### src/rtl/flash_cmd_decoder.sv
module flash_cmd_decoder #(
  parameter int AW       = 22,
  parameter int DW       = 16,
  parameter int BANK_LSB = 19,
  parameter int SECT_LSB = 12
) (
  input  logic          clk,
  input  logic          rst_n,
  input  logic          wr_en,
  input  logic [AW-1:0] wr_addr,
  input  logic [DW-1:0] wr_data,
  input  logic          eng_done,
  output logic          req_valid,
  output logic [3:0]    req_op,
  output logic [AW-1:0] req_addr,
  output logic [DW-1:0] req_data,
  output logic [1:0]    rd_mode,
  output logic          bypass_on,
  output logic          job_busy,
  output logic          job_suspended
);
  localparam logic [AW-1:0] BANK_MASK = {AW{1'b1}} << BANK_LSB;
  localparam logic [AW-1:0] SECT_MASK = {AW{1'b1}} << SECT_LSB;

  localparam logic [3:0] OP_NONE = 4'd0, OP_PROG = 4'd1, OP_CHIP = 4'd2, OP_SECT = 4'd3,
                         OP_SUSP = 4'd4, OP_RESUME = 4'd5, OP_RESET = 4'd6, OP_AUTO = 4'd7,
                         OP_CFI = 4'd8, OP_BYP_IN = 4'd9, OP_BYP_OUT = 4'd10;
  localparam logic [1:0] M_ARRAY = 2'd0, M_AUTO = 2'd1, M_CFI = 2'd2;
  localparam logic [2:0] J_IDLE = 3'd0, J_PROG = 3'd1, J_CHIP = 3'd2, J_SECT = 3'd3, J_SUSP = 3'd4;

  typedef enum logic [3:0] {
    S_IDLE, S_U1, S_U2, S_PRG, S_E3, S_E4, S_E5, S_BPRG, S_BEXIT
  } step_t;

  step_t step, n_step;
  logic [2:0] job, n_job;
  logic [1:0] n_mode;
  logic n_byp, hit;
  logic [3:0] op;
  logic [AW-1:0] oa;
  logic [DW-1:0] od;

  wire [11:0] lo   = wr_addr[11:0];
  wire [7:0]  d    = wr_data[7:0];
  wire k555 = lo == 12'h555;
  wire k2aa = lo == 12'h2AA;
  wire k055 = lo == 12'h055;
  wire busy = job == J_PROG || job == J_CHIP || job == J_SECT;
  wire susp = job == J_SUSP;
  wire data_step = step == S_PRG || step == S_BPRG;

  assign job_busy = busy;
  assign job_suspended = susp;

  always_comb begin
    n_step = S_IDLE;
    n_mode = rd_mode;
    n_byp  = bypass_on;
    n_job  = (busy && eng_done) ? J_IDLE : job;
    hit = 1'b0; op = OP_NONE; oa = '0; od = '0;
    if (!wr_en) begin
      n_step = step;
    end else if (busy) begin

      n_step = step;
      if (d == 8'hB0 && job == J_SECT && !eng_done) begin
        hit = 1'b1; op = OP_SUSP; oa = wr_addr & BANK_MASK; n_job = J_SUSP;
      end
    end else if (data_step) begin

      if (!susp) begin
        hit = 1'b1; op = OP_PROG; oa = wr_addr; od = wr_data; n_job = J_PROG;
      end
    end else if (d == 8'hF0) begin

      hit = 1'b1; op = OP_RESET; n_mode = M_ARRAY;
    end else if (rd_mode != M_ARRAY) begin

      if (rd_mode == M_AUTO && d == 8'h98 && k055) begin
        hit = 1'b1; op = OP_CFI; n_mode = M_CFI;
      end
    end else if (step == S_IDLE && d == 8'h30 && susp) begin

      hit = 1'b1; op = OP_RESUME; oa = wr_addr & BANK_MASK; n_job = J_SECT;
    end else if (bypass_on) begin

      case (step)
        S_IDLE:  if (d == 8'hA0) n_step = S_BPRG; else if (d == 8'h90) n_step = S_BEXIT;
        S_BEXIT: if (d == 8'h00) begin hit = 1'b1; op = OP_BYP_OUT; n_byp = 1'b0; end
        default: ;
      endcase
    end else begin

      case (step)
        S_IDLE:
          if (d == 8'hAA && k555) n_step = S_U1;
          else if (d == 8'h98 && k055) begin hit = 1'b1; op = OP_CFI; n_mode = M_CFI; end
        S_U1: if (d == 8'h55 && k2aa) n_step = S_U2;
        S_U2:
          if (k555) begin
            case (d)
              8'hA0: n_step = S_PRG;
              8'h80: n_step = S_E3;
              8'h90: begin hit = 1'b1; op = OP_AUTO; oa = wr_addr & BANK_MASK; n_mode = M_AUTO; end
              8'h20: begin hit = 1'b1; op = OP_BYP_IN; n_byp = 1'b1; end
              default: ;
            endcase
          end
        S_E3: if (d == 8'hAA && k555) n_step = S_E4;
        S_E4: if (d == 8'h55 && k2aa) n_step = S_E5;
        S_E5:

          if (!susp && d == 8'h10 && k555) begin
            hit = 1'b1; op = OP_CHIP; n_job = J_CHIP;
          end else if (!susp && d == 8'h30) begin
            hit = 1'b1; op = OP_SECT; oa = wr_addr & SECT_MASK; n_job = J_SECT;
          end
        default: ;
      endcase
    end
  end

  always_ff @(posedge clk or negedge rst_n) begin
    if (!rst_n) begin
      step <= S_IDLE; job <= J_IDLE; rd_mode <= M_ARRAY; bypass_on <= 1'b0;
      req_valid <= 1'b0; req_op <= OP_NONE; req_addr <= '0; req_data <= '0;
    end else begin
      step <= n_step; job <= n_job; rd_mode <= n_mode; bypass_on <= n_byp;
      req_valid <= hit; req_op <= op; req_addr <= oa; req_data <= od;
    end
  end


  busy_ignore_chk: assert property (@(posedge clk) disable iff (!rst_n)
    (job_busy && wr_en && wr_data[7:0] != 8'hB0) |=> !req_valid);

  susp_req_chk: assert property (@(posedge clk) disable iff (!rst_n)
    $rose(job_suspended) |-> (req_valid && req_op == OP_SUSP));

  byp_enter_chk: assert property (@(posedge clk) disable iff (!rst_n)
    $rose(bypass_on) |-> (req_valid && req_op == OP_BYP_IN));

  cfi_mode_chk: assert property (@(posedge clk) disable iff (!rst_n)
    (req_valid && req_op == OP_CFI) |-> rd_mode == M_CFI);

  reset_mode_chk: assert property (@(posedge clk) disable iff (!rst_n)
    (req_valid && req_op == OP_RESET) |-> rd_mode == M_ARRAY);

  idle_zero_chk: assert property (@(posedge clk) disable iff (!rst_n)
    !req_valid |-> (req_op == OP_NONE && req_addr == '0 && req_data == '0));
endmodule

### config.mk
export PLATFORM = sky130hd
export DESIGN_NAME = flash_cmd_decoder
export DESIGN_NICKNAME = d
export VERILOG_FILES = /design/src/rtl/flash_cmd_decoder.sv
export SDC_FILE = /design/constraint.sdc
export NUM_CORES = 1
export LEC_CHECK = 0
export ABC_AREA = 1
export BUFFER_PORTS_ARGS = -buffer_cell sky130_fd_sc_hd__buf_2
export CAP_MARGIN = 20
export CELL_PAD_IN_SITES_DETAIL_PLACEMENT = 1
export CELL_PAD_IN_SITES_GLOBAL_PLACEMENT = 1
export CORE_AREA = 5 5 115 85
export CTS_BUF_LIST = sky130_fd_sc_hd__clkbuf_8
export CTS_CLUSTER_DIAMETER = 60
export DETAILED_ROUTE_END_ITERATION = 12
export DIE_AREA = 0 0 120 90
export PLACE_DENSITY_LB_ADDON = 0.2
export SLEW_MARGIN = 0
export SYNTH_ARGS = -nofsm -noshare
export SYNTH_HDL_FRONTEND = slang
export SYNTH_SLANG_ARGS = --single-unit
export TNS_END_PERCENT = 30
### constraint.sdc
create_clock -name clk -period 1.6 [get_ports clk]
set_clock_uncertainty 0.15 [all_clocks]
set_input_delay 0.32 -clock clk [delete_from_list [all_inputs] [get_ports clk]]
set_output_delay 0.32 -clock clk [all_outputs]
set_load 0.01 [all_outputs]
Yosys cells after proc, flatten, opt, wreduce, memory -nomap -nowiden
Index checks and enable logic that the tools add are counted.
{"block": "word_totals", "reg_bits": 53, "in_bits": 42, "out_inout_bits": 48}
{"block": "classes", "n_eq_ne": 34, "mux": 100, "n_bitwise": 5, "reduce_logical": 26}
{"cell": "2-to-1 mux 22 bit", "count": 13}
{"cell": "2-to-1 mux 4 bit", "count": 21}
{"cell": "2-to-1 mux 16 bit", "count": 4}
{"cell": "equality test 8 bit (second input constant)", "count": 7}
{"cell": "2-to-1 mux 3 bit", "count": 17}
{"cell": "case mux 22 bit (2 select lines)", "count": 1}
{"cell": "2-to-1 mux 1 bit", "count": 26}
{"cell": "2-to-1 mux 2 bit", "count": 12}
{"cell": "equality test 4 x 3 -> 1 bit (second input constant)", "count": 4}
{"cell": "equality test 8 x 6 -> 1 bit (second input constant)", "count": 2}
{"cell": "case mux 3 bit (5 select lines)", "count": 1}
{"cell": "logical AND 1 bit", "count": 13}
{"cell": "equality test 12 x 10 -> 1 bit (second input constant)", "count": 1}
{"cell": "equality test 12 x 11 -> 1 bit (second input constant)", "count": 1}
{"cell": "equality test 12 x 7 -> 1 bit (second input constant)", "count": 1}
{"cell": "!= test 4 bit (second input constant)", "count": 3}
{"cell": "case mux 4 bit (3 select lines)", "count": 1}
{"cell": "AND reduction 11 bit", "count": 1}
{"cell": "equality test 4 x 2 -> 1 bit (second input constant)", "count": 2}
{"cell": "equality test 8 x 5 -> 1 bit (second input constant)", "count": 1}
{"cell": "equality test 8 x 7 -> 1 bit (second input constant)", "count": 1}
{"cell": "logical NOT 8 bit", "count": 1}
{"cell": "case mux 4 bit (2 select lines)", "count": 1}
{"cell": "equality test 3 x 2 -> 1 bit (second input constant)", "count": 2}
{"cell": "21 further kinds", "count": 28}

Logic depth before layout (Yosys ltp)
Gate-level depths: netlist (run 1).
{"block": "depth", "depth_word": 15, "mapped_depth": 13, "depth_no_buf": 13}

Least setup slack after synthesis (run 1)
No wires, ideal clock.
{"block": "synth_path", "path_kind": "register to register", "from": "reg job[1]", "to": "reg job[2]", "setup_time_ns": 0.121, "arrival_ns": 1.402, "required_ns": 1.329, "setup_slack_ns": -0.072, "stages_incl_launch_ff": 11, "n_path_buf": 0, "period_less_slack_ns": 1.672, "path_cell_list": "dfrtp_1 -> inv_1 -> nand3_1 -> inv_1 -> nand3_2 -> nor2_2 -> nor2_4 -> nand3_1 -> nand2_1 -> nand2_1 -> o21ai_1"}
{"element": "start, declared", "line_no": "36", "text": "logic [2:0] job, n_job;"}
{"element": "start signal, assigned", "line_no": "128", "text": "step <= n_step; job <= n_job; rd_mode <= n_mode; bypass_on <= n_byp;"}
{"element": "equality test 3 bit (*)", "line_no": "49", "text": "wire susp = job == J_SUSP;"}
{"element": "named net job_suspended", "line_no": "20", "text": "output logic job_suspended"}
{"element": "logical NOT 1 bit", "line_no": "113, 115"}
{"element": "logical AND 1 bit (on tied branches)", "line_no": "115, 113"}
{"element": "2-to-1 mux 3 bit / logical AND 1 bit (equally long branches)", "line_no": "115, 113"}
{"element": "2-to-1 mux 3 bit", "line_no": "113", "text": "if (!susp && d == 8'h10 && k555) begin"}
{"element": "2-to-1 mux 3 bit", "line_no": "94", "text": "case (step)"}
{"element": "2-to-1 mux 3 bit", "line_no": "85", "text": "end else if (bypass_on) begin"}
{"element": "2-to-1 mux 3 bit", "line_no": "82", "text": "end else if (step == S_IDLE && d == 8'h30 && susp) begin"}
{"element": "2-to-1 mux 3 bit", "line_no": "77", "text": "end else if (rd_mode != M_ARRAY) begin"}
{"element": "2-to-1 mux 3 bit", "line_no": "74", "text": "end else if (d == 8'hF0) begin"}
{"element": "2-to-1 mux 3 bit (*)", "line_no": "69", "text": "end else if (data_step) begin"}
{"element": "2-to-1 mux 3 bit (*)", "line_no": "63", "text": "end else if (busy) begin"}
{"element": "2-to-1 mux 3 bit (*)", "line_no": "61", "text": "if (!wr_en) begin"}
{"element": "named net n_job[2]", "line_no": "36"}
Mark *: on every way through the listed nets, which the timed path passes. The rest lies on a longest branch.
A chain may end at the register's enable or synchronous reset.

Final worst setup path (run 1)
{"block": "layout_path", "from": "reg step[1]", "to": "reg step[2]"}
{"block": "layout_via", "elab_chain_cells": 7}
{"element": "start, declared", "line_no": "35", "text": "step_t step, n_step;"}
{"element": "start signal, assigned", "line_no": "128"}
{"element": "equality test 4 x 3 -> 1 bit (tied with other cells)", "line_no": "94"}
{"element": "case mux 3 bit (5 select lines) (tied with other cells)", "line_no": "94"}
{"element": "2-to-1 mux 4 bit / logical AND 1 bit (equally long branches)", "line_no": "85, 82"}
{"element": "2-to-1 mux 4 bit", "line_no": "82"}
{"element": "2-to-1 mux 4 bit", "line_no": "77"}
{"element": "2-to-1 mux 4 bit", "line_no": "74"}
{"element": "2-to-1 mux 4 bit (*)", "line_no": "69"}
Every way passes the cells marked *; elsewhere a longest branch is shown, timed or not.

==> flow_summary_export.csv, run 1 <==
group,metric,value,unit
job,max_cap_viol_count,0,
power_and_ir_drop,p_leak,2.36,nW
layout,layout-drive-gt1-share,56.8,%
worst_hold_path,min_path_type,"in2reg",
sta,max_freq,0.541,GHz
floorplan,core_area,0.00867,mm^2
floorplan,ios,90,
placed_design,place_congestion,0.804,
synthesis,yosys.area_share.simple,34.3,%
synthesis,synth-compound-area-share,10.5,%
clock_tree,h-tree-depth,2,
sta,layout_setup_ws,-0.248,ns
placed_design,portBuffers,89,
worst_hold_path,hold_end,"job[2]",
setup_path,regToRegSetupSlack,-0.25,ns
setup_path,r2r-end,"step[2]",
synthesis,syn_area_per_cell,8.38,um^2
layout,area_delta_synth_final,62.9,%
synthesis,synthXorXnorAreaFrac,0,%
drt,vias,2963,
sta,max_slew_margin,76.6,%
power_and_ir_drop,ir_drop,0.000330,V
setup_path,r2r_start,"step[1]",
drt,dr.first_iter.drc_count,139,
sta,period_share,115,%
sta,hold_viol_final,0,
clock_tree,clk_pin_slew,0.10,ns
drt,drt.antenna.violating_nets,0,
global_routing,gr-usage-all-layers,19.4,%
synthesis,yosysUniqueCellTypes,40,
synthesis,ys_warn_count,0,
synthesis,synth_top_family_by_area,"simple AND/OR/NAND/NOR gates",
setup_path,required,1.71,ns
global_routing,grt_first_pass_wirelength,16800,um
drt,drtPass1Iterations,4,
clock_tree,clockBufferDepth,2,
floorplan,die_x,120,um
synthesis,synthFlopType,"dfrtp_1",
drt,post-route-drc-count,0,
layout,nFillCells,1034,
synthesis,synth_edf_count,0,
placed_design,dp_worst_setup_slack,-0.414,ns
clock_tree,numCtsBuffers,5,
worst_hold_path,min_from,"wr_en",
floorplan,fp.dieH,90,um
global_routing,grt-ovfl-total,0,
power_and_ir_drop,powerDensity,788,mW/mm^2
clock_tree,clkSinkCount,53,
status,status,"complete, but fails checks",
power_and_ir_drop,finalPower,3.63,mW
clock_tree,clock_latency,0.32,ns
sta,rsz0062_at_grt,"true",
global_routing,antenna_found_initial,0,
clock_tree,ctsRootBufferMaster,"clkbuf_8",
layout,antenna_cells,0,
synthesis,synth_cells,337,
synthesis,synth_mux_area_share,0,%
floorplan,start_util,32.5,%
setup_path,rr_worst_depth,8,
clock_tree,cts_tree,"yes",
setup_path,criticalPathCategory,"reg2reg",
layout,layout.nets,569,
status,failed_checks,"setup timing",
synthesis,async_flop_share,100,%
setup_path,arrival,1.96,ns
drt,drt-total-wl,10400,um
global_routing,grt_pass1_vias,3247,
setup_path,worst_setup_path_end_kind,"flop",
sta,setup_viol,42,
setup_path,worst-path-max-fanout,4,
global_routing,grt_max_degree,54,
placed_design,place_hpwl,7920,um
worst_hold_path,hold_path_depth,2,
synthesis,syn-cell-area,0.00282,mm^2
sta,worst_pin_slew,0.347,ns
synthesis,synth_fa_ha_area_share,0,%
synthesis,ys_seq_area_share,47.0,%
drt,viasPerCell,4.66,
floorplan,die_area,0.0108,mm^2
synthesis,syn_nets,379,
sta,fin_hold_ws,0.0466,ns
setup_path,cp-start-kind,"flop",
drt,routedWlPerCell,16.4,um
sta,final_max_slew_viol_count,0,
sta,finalCriticalPeriod,1.85,ns
floorplan,row_count,29,
synthesis,ys_ff_latch,53,
## per-layer routing
| layer | wire length [um] | vias up | GRT usage (%) |
|---|---|---|---|
| li1 | - | 1466 | - |
| met1 | 4950 | 1431 | 27.1 |
| met2 | 5000 | 60 | 31.4 |
| met3 | 424 | 6 | 4.58 |
| met4 | 50 | 0 | 2.57 |
| met5 | 0 | - | 0 |
## cell families (layout without fill, tap and decap cells)
group / after synthesis / after routing
flops: 53 / 53
simple gates: 185 / 185
buf+inv: 58 / 249
compound gates: 41 / 41
## power breakdown
| part | leakage [nW] | switching, mW | internal (mW) |
|---|---|---|---|
| clock network | 0.0585 | 0.481 | 0.470 |
| registers | 0.717 | 0.0309 | 1.39 |
| logic | 1.58 | 0.684 | 0.573 |
## sequential cells by signal (all words and copies together) (netlist names)
signal / flops
req_addr: 22
req_data: 16
req_op: 4
step: 4
job: 3
rd_mode: 2
bypass_on: 1
req_valid: 1
## placed cells by master, fill, tap and decap left out, drive strengths merged, types with 2 or more instances in the layout
cell,synthesis,layout
a21oi,12,12
a22oi,2,2
buf,3,188
clkbuf,3,5
clkinv,3,5
dfrtp,53,53
inv,49,49
nand2,69,69
nand3,23,23
nand4,6,6
nor2,56,56
nor3,25,25
nor4,5,5
o211ai,2,2
o21ai,19,19
## area by class of cell
type                       instances  area (um^2)  area share (%)
multi-input combinational        226         1510            32.7
sequential                        53         1330            28.9
clock inverter                     3         43.8           0.952
clock buffer                       5         68.8            1.50
tap                              108          135            2.94
timing repair buffer             189         1300            28.2
inverter                          52          219            4.76
## synth_stat cells, types with 2 or more instances
cell / number / area, um^2
nand2_1: 63 / 236
dfrtp_1: 53 / 1330
nor2_1: 41 / 154
inv_1: 39 / 146
nor3_1: 20 / 100
nand3_1: 19 / 95.1
o21ai_0: 10 / 50.1
nor2_2: 9 / 56.3
a21oi_1: 8 / 40.0
inv_2: 8 / 30.0
nor2_4: 6 / 67.6
nand4_1: 5 / 31.3
o21ai_1: 5 / 25.0
nand2_4: 4 / 45.0
nand3_2: 4 / 40.0
nor4_1: 4 / 25.0
o21ai_2: 4 / 35.0
a21oi_2: 3 / 26.3
clkbuf_1: 3 / 11.3
nor3_2: 3 / 30.0
a22oi_2: 2 / 25.0
clkinv_1: 2 / 7.51
inv_4: 2 / 12.5
nand2_2: 2 / 12.5
nor3_4: 2 / 32.5
o211ai_1: 2 / 15.0
## timing repair
action	CTS	global route
gates cloned	0	0
hold buffers	1	0
hold endpoints to repair	53	0
setup buffers	10	4
setup endpoints to repair	55	56
pin swaps	10	22
resized for setup	50	30
## per-stage QoR
| step | area [um^2] | cells | TNS, ns | utilization [%] |
|---|---|---|---|---|
| final | 4600 | 636 | -5.10 | 53.0 |
| after global routing | 4600 | 636 | -9.50 | 53.0 |
| after CTS | 4470 | 632 | -3.46 | 51.5 |
| after detailed placement | 4070 | 613 | -9.10 | 46.9 |
| after global placement | 4070 | 613 | -7.51 | 46.9 |
| after floorplan | 2830 | 337 | -0.227 | - |
## worst max-delay path by stage
stage,startpoint,endpoint,slack [ns],cells after the start
2_1_floorplan,step[0],job[2],-0.06,10
3_3_place_gp,wr_data[3],req_addr[20],-0.37,11
3_5_place_dp,wr_data[3],req_addr[20],-0.41,11
4_1_cts,step[2],req_valid,-0.19,12
5_1_grt,step[2],req_valid,-0.34,12
6_report,step[1],step[2],-0.25,8
## critical path: stages, from the launching register on
cell	delay, ns
dfrtp_2	0.50
inv_4	0.11
buf_6	0.09
nand3_2	0.06
nor4_1	0.22
nand4_1	0.19
o211ai_1	0.25
o21ai_1	0.13
nand2_1	0.09
Power figures use the tool's default switching activity.
==> run 2, diff against run 1 <==
ABC_AREA = default   (was 1)
CORE_AREA = 5 5 109 80   (was 5 5 115 85)
DIE_AREA = 0 0 114 85   (was 0 0 120 90)
==> flow_summary_export.csv, run 2 <==
group,metric,value,unit
worst_hold_path,hold_path_depth,2,
layout,final_common_cell,"buf_4",
layout,regArea,0.00133,mm^2
drt,met2WireLength,6090,um
placed_design,placedInstanceArea,0.00391,mm^2
drt,drt-total-wl,12300,um
sta,final_max_slew_viol_count,0,
placed_design,place_congestion,0.891,
layout,final_cell_mix,"96 x buf_4, 88 x buf_2, 52 x dfrtp_1",
synthesis,syn_area_per_cell,10.3,um^2
layout,top_regs,"req_addr (22), req_data (16)",
status,status,"complete, but fails checks",
synthesis,ys_ff_latch,53,
clock_tree,clkSinkCount,53,
sta,period_share,150,%
clock_tree,clockBufferDepth,2,
power_and_ir_drop,finalPower,3.26,mW
setup_path,max_stage_delay,0.57,ns
clock_tree,numCtsBuffers,5,
drt,post-route-drc-count,0,
layout,largest_reg_flops,22,
floorplan,start_util,34.0,%
layout,antenna_cells,0,
setup_path,worst_setup_path_end_kind,"flop",
layout,fin_cells,556,
drt,wl_met1,4890,um
floorplan,ios,90,
layout,multi_input_comb_area,0.00150,mm^2
drt,vias,3047,
worst_hold_path,min_path_type,"in2reg",
synthesis,async_flop_share,100,%
placed_design,dp_worst_setup_slack,-0.868,ns
setup_path,path_cells,"or4_4, or4_4, a2111oi_4, o211ai_1, nand3_1",
sta,max_slew_margin,65.4,%
sta,layout_setup_ws,-0.806,ns
floorplan,die_x,114,um
synthesis,synthFlopType,"dfrtp_1",
setup_path,arrival,2.53,ns
synthesis,yosysMostFrequentCell,"dfrtp_1",
sta,setup_viol,55,
synthesis,yosysTopAreaCell,"dfrtp_1",
power_and_ir_drop,powerDensity,726,mW/mm^2
job,max_cap_viol_count,0,
synthesis,synth_edf_count,0,
drt,viasPerCell,5.48,
layout,layout-drive-gt1-share,56.5,%
layout,nFillCells,894,
clock_tree,cts_tree,"yes",
setup_path,cp-start-kind,"flop",
synthesis,yosysTopAreaCellShare,51.3,%
drt,routedWlPerCell,22.1,um
clock_tree,clk_pin_slew,0.11,ns
synthesis,ys_warn_count,0,
sta,max_freq,0.416,GHz
setup_path,rr_worst_depth,5,
global_routing,grt_first_pass_wirelength,17400,um
floorplan,row_count,27,
layout,stdcell_area,0.00449,mm^2
setup_path,r2r_start,"step[3]",
sta,finalCriticalPeriod,2.41,ns
floorplan,fp.dieH,85,um
layout,top_register,"req_addr",
global_routing,antenna_found_initial,0,
setup_path,cp_slowest_cell,"or4_4",
drt,dr.first_iter.drc_count,220,
layout,area_delta_synth_final,73.9,%
setup_path,criticalPathCategory,"reg2reg",
drt,drtPass1Iterations,4,
global_routing,grt-ovfl-total,0,
sta,rsz0062_at_grt,"true",
synthesis,synthTopCellsByCount,"53 x dfrtp_1, 35 x and2_1, 16 x nor2_1",
placed_design,dp.cells,529,
clock_tree,clock_latency,0.33,ns
setup_path,r2r-end,"step[2]",
synthesis,ys_seq_area_share,51.3,%
setup_path,regToRegSetupSlack,-0.81,ns
clock_tree,ctsRootBufferMaster,"clkbuf_8",
synthesis,syn_nets,294,
placed_design,place_hpwl,7880,um
synthesis,ys_top_cells_by_area,"dfrtp_1 51%, and2_1 8.5%, nor4_1 2.9%, o21ai_0 2.3%, nor2_1 2.3%",
sta,hold_viol_final,0,
worst_hold_path,min_from,"wr_data[12]",
floorplan,core_area,0.00760,mm^2
power_and_ir_drop,ir_drop,0.000544,V
clock_tree,h-tree-depth,2,
power_and_ir_drop,p_leak,2.25,nW
setup_path,required,1.72,ns
floorplan,die_area,0.00969,mm^2
global_routing,gr-usage-all-layers,22.8,%
global_routing,grt_pass1_vias,3244,
worst_hold_path,hold_end,"req_data[12]",
drt,top_layer,"met4",
setup_path,crit_path_frequent_cell,"or4_4",
drt,wl_met3,941,um
drt,drt.antenna.violating_nets,0,
placed_design,portBuffers,89,
global_routing,grt_max_degree,54,
setup_path,worst-path-max-fanout,4,
synthesis,synth_cells,252,
status,failed_checks,"setup timing",
sta,worst_pin_slew,0.514,ns
layout,layout.nets,496,
synthesis,yosysUniqueCellTypes,46,
synthesis,syn-cell-area,0.00258,mm^2
==> run 2: cell count changes after synthesis, sizes merged, moves of 4 or more <==
cell	previous run	this run
nand2b	0	7
nor2	56	16
or4	0	5
inv	49	9
clkbuf	3	7
nand2	69	10
nor3	25	7
and2	0	35
nor4	5	13
nor4bb	0	5
o21ai	19	13
nand3	23	7
==> run 2: per-layer routing <==
layer  global-route usage, %  vias to the layer above
li1                        -                     1333
met1                    30.6                     1524
met2                    38.5                      158
met3                    3.99                       32
met4                    5.18                        0
met5                       0                        -
==> run 2: area by class of cell <==
cell class	count	share of cell area [%]
flip-flops and latches	53	29.5
inverters	9	0.807
clock buffers	5	1.53
multi-input cells	182	33.4
clock inverters	3	0.947
repair buffers	203	31.0
well taps	101	2.81
==> run 2: repair_timing <==
item,in CTS,in global routing
pin swaps,19,28
buffers inserted,12,8
hold buffers,1,0
endpoints found under the setup margin,55,55
endpoints found under the hold margin,53,0
gates resized for setup,47,31
==> run 2: stage by stage <==
| step | TNS, ns | util [%] | hold slack [ns] |
|---|---|---|---|
| final | -20.67 | 59.1 | 0.0461 |
| after global routing | -24.17 | 59.1 | 0.0402 |
| after CTS | -18.59 | 56.9 | 0.0465 |
| after detailed placement | -22.61 | 51.4 | 0.194 |
| after global placement | -20.63 | 51.4 | 0.184 |
| after floorplan | -18.78 | - | -0.126 |
==> run 2: cell families after synthesis <==
family | Yosys count | share of synthesized area (%)
flops | 53 | 51.3
simple gates | 130 | 31.4
compound gates | 52 | 14.6
buf+inv | 17 | 2.76
==> run 2: worst max-delay path by stage <==
| stage | from | to | slack, ns | cells after the start |
|---|---|---|---|---|
| 3_5_place_dp | step[2] | req_addr[21] | -0.87 | 7 |
| 2_1_floorplan | step[2] | step[2] | -0.67 | 6 |
| 5_1_grt | step[3] | step[2] | -0.84 | 5 |
| 6_report | step[3] | step[2] | -0.81 | 5 |
| 3_3_place_gp | wr_data[1] | step[2] | -0.75 | 6 |
| 4_1_cts | step[1] | step[2] | -0.77 | 5 |
==> run 2: where the power goes <==
part	internal [mW]	leakage (nW)	switching, mW
registers	1.37	0.731	0.0334
logic	0.417	1.46	0.488
clock network	0.465	0.0595	0.497
==> run 2: worst max-delay path: cells and delay by family (launching register included) <==
kind	cells	cell delay, ns
DFF	1	0.42
and+or+nand+nor	3	1.19
AOI/OAI and AO/OA	2	0.60
==> run 3, diff against run 2 <==
ABC_AREA = 1   (was default)
CORE_AREA = 5 5 115 85   (was 5 5 109 80)
DIE_AREA = 0 0 120 90   (was 0 0 114 85)
GPL_TIMING_DRIVEN = 0   (was default)
==> flow_summary_export.csv, run 3 (synthesis gave the netlist of run 1 again) <==
group,metric,value,unit
sta,final_max_slew_viol_count,0,
floorplan,core_area,0.00867,mm^2
layout,finalCoreUtilization,46.7,%
floorplan,ios,90,
global_routing,grt_first_pass_wirelength,15300,um
layout,top_regs,"req_addr (22), req_data (16)",
placed_design,placedInstanceArea,0.00343,mm^2
layout,antenna_cells,0,
worst_hold_path,min_path_type,"in2reg",
status,failed_checks,"setup timing",
setup_path,worst_setup_path_end_kind,"flop",
placed_design,dp_worst_setup_slack,-0.443,ns
status,status,"complete, but fails checks",
power_and_ir_drop,switchingPower,1.09,mW
sta,layout_setup_ws,-0.195,ns
placed_design,portBuffers,89,
clock_tree,clkSinkCount,53,
floorplan,start_util,32.5,%
sta,setup_viol,27,
floorplan,fp.dieH,90,um
layout,final_common_cell,"buf_2",
sta,rsz0062_at_grt,"true",
clock_tree,clock_latency,0.31,ns
global_routing,grt_pass1_vias,2911,
sta,fin_hold_ws,0.0685,ns
global_routing,antenna_found_initial,0,
sta,worst_pin_slew,0.574,ns
power_and_ir_drop,ir_drop,0.000310,V
layout,area_delta_synth_final,43.5,%
setup_path,max_stage_delay,0.41,ns
placed_design,place_hpwl,6940,um
sta,period_share,112,%
setup_path,worst-path-max-fanout,4,
setup_path,cp-start-kind,"flop",
layout,largest_reg_flops,22,
setup_path,required,1.70,ns
clock_tree,clockBufferDepth,2,
layout,fin_cells,571,
layout,final_cell_mix,"88 x buf_2, 55 x nand2_1, 50 x dfrtp_1",
drt,dr.first_iter.drc_count,116,
sta,finalCriticalPeriod,1.80,ns
global_routing,use_met1,25.5,%
clock_tree,cts_tree,"yes",
drt,vias,2746,
setup_path,crit_path_frequent_cell,"nand2_1",
drt,post-route-drc-count,0,
floorplan,die_x,120,um
clock_tree,clk_pin_slew,0.10,ns
global_routing,gr-usage-all-layers,17.6,%
drt,routedWlPerCell,16.3,um
drt,viasPerCell,4.81,
layout,layout.nets,504,
power_and_ir_drop,p_leak,2.02,nW
layout,layout-drive-gt1-share,49.5,%
power_and_ir_drop,intPower,2.15,mW
global_routing,grt-ovfl-total,0,
power_and_ir_drop,powerDensity,801,mW/mm^2
job,max_cap_viol_count,0,
power_and_ir_drop,finalPower,3.25,mW
power_and_ir_drop,swShare,33.7,%
power_and_ir_drop,comb_power_share,29.2,%
clock_tree,numCtsBuffers,5,
placed_design,place_congestion,0.850,
clock_tree,ctsRootBufferMaster,"clkbuf_8",
setup_path,cp_slowest_cell,"dfrtp_1",
placed_design,dp.cells,535,
drt,drtPass1Iterations,4,
setup_path,path_cells,"inv_2, nand2_8, buf_12, nor2_4, nand3_2, nand3_1, o21bai_1, nand2_1, nand2_1, nand2_1, nand2_1, a21oi_2",
drt,drt-total-wl,9290,um
setup_path,regToRegSetupSlack,-0.20,ns
clock_tree,h-tree-depth,2,
power_and_ir_drop,p_seq_share,44.2,%
floorplan,die_area,0.0108,mm^2
power_and_ir_drop,p_clk_share,26.6,%
setup_path,arrival,1.90,ns
sta,setup-tns-final,-2.33,ns
setup_path,criticalPathCategory,"reg2reg",
floorplan,row_count,29,
layout,stdcell_area,0.00405,mm^2
sta,max_freq,0.557,GHz
global_routing,gr-usage-met2,26.8,%
global_routing,grt_max_degree,32,
drt,drt.antenna.violating_nets,0,
global_routing,use_met3,3.95,%
sta,max_slew_margin,61.7,%
global_routing,busiest_layer,"met2",
layout,top_register,"req_addr",
sta,hold_viol_final,0,
## run 3: final timing paths
path,to,startpoint,cells past startpoint
hold reg to reg,step[2],step[2],3
min in group asynchronous,req_data[15],rst_n,2
hold / removal,req_data[12],wr_data[12],3
max in group asynchronous,job[2],rst_n,3
setup reg to reg,req_valid,step[2],12
setup / recovery,req_valid,step[2],12
## run 3: cell type report
cell class | count | area [um^2]
flip-flops and latches | 53 | 1330
inverters | 52 | 224
clock inverters | 1 | 8.76
plain buffers | 6 | 57.6
well taps | 108 | 135
clock buffers | 7 | 96.3
fillers | 1073 | 4620
repair buffers | 118 | 728
multi-input cells | 226 | 1470
## run 3: repair_timing
action | 4_1_cts | 5_1_grt
hold buffers | 1 | 1
cloned | 0 | 0
endpoints found under the setup margin | 55 | 51
gates resized for setup | 50 | 32
buffers inserted | 19 | 7
pin swaps | 19 | 21
endpoints found under the hold margin | 22 | 1
## run 3: layer usage
metal | vias to the layer above | routed length, um | part of all wire [%]
li1 | 1337 | - | -
met1 | 1330 | 4430 | 48
met2 | 68 | 4260 | 46
met3 | 11 | 476 | 5.1
met4 | 0 | 134 | 1.4
met5 | - | 0 | 0
## run 3: power by group through the flow
| stage | clock [mW] | combinational, mW | sequential [mW] |
|---|---|---|---|
| 6_report | 0.864 | 0.946 | 1.44 |
| 5_1_grt | 0.973 | 1.05 | 1.44 |
| 4_1_cts | 0.916 | 0.869 | 1.44 |
| 3_5_place_dp | 0 | 0.718 | 1.45 |
| 3_3_place_gp | 0 | 0.698 | 1.44 |
| 2_1_floorplan | 0 | 0.426 | 1.45 |
## run 3: worst max-delay path, delay by kind of cell, from the launching register on
| kind | cells | cell delay, ns |
|---|---|---|
| simple gates | 8 | 0.73 |
| flops | 1 | 0.41 |
| compound gates | 2 | 0.19 |
| buf+inv | 2 | 0.24 |
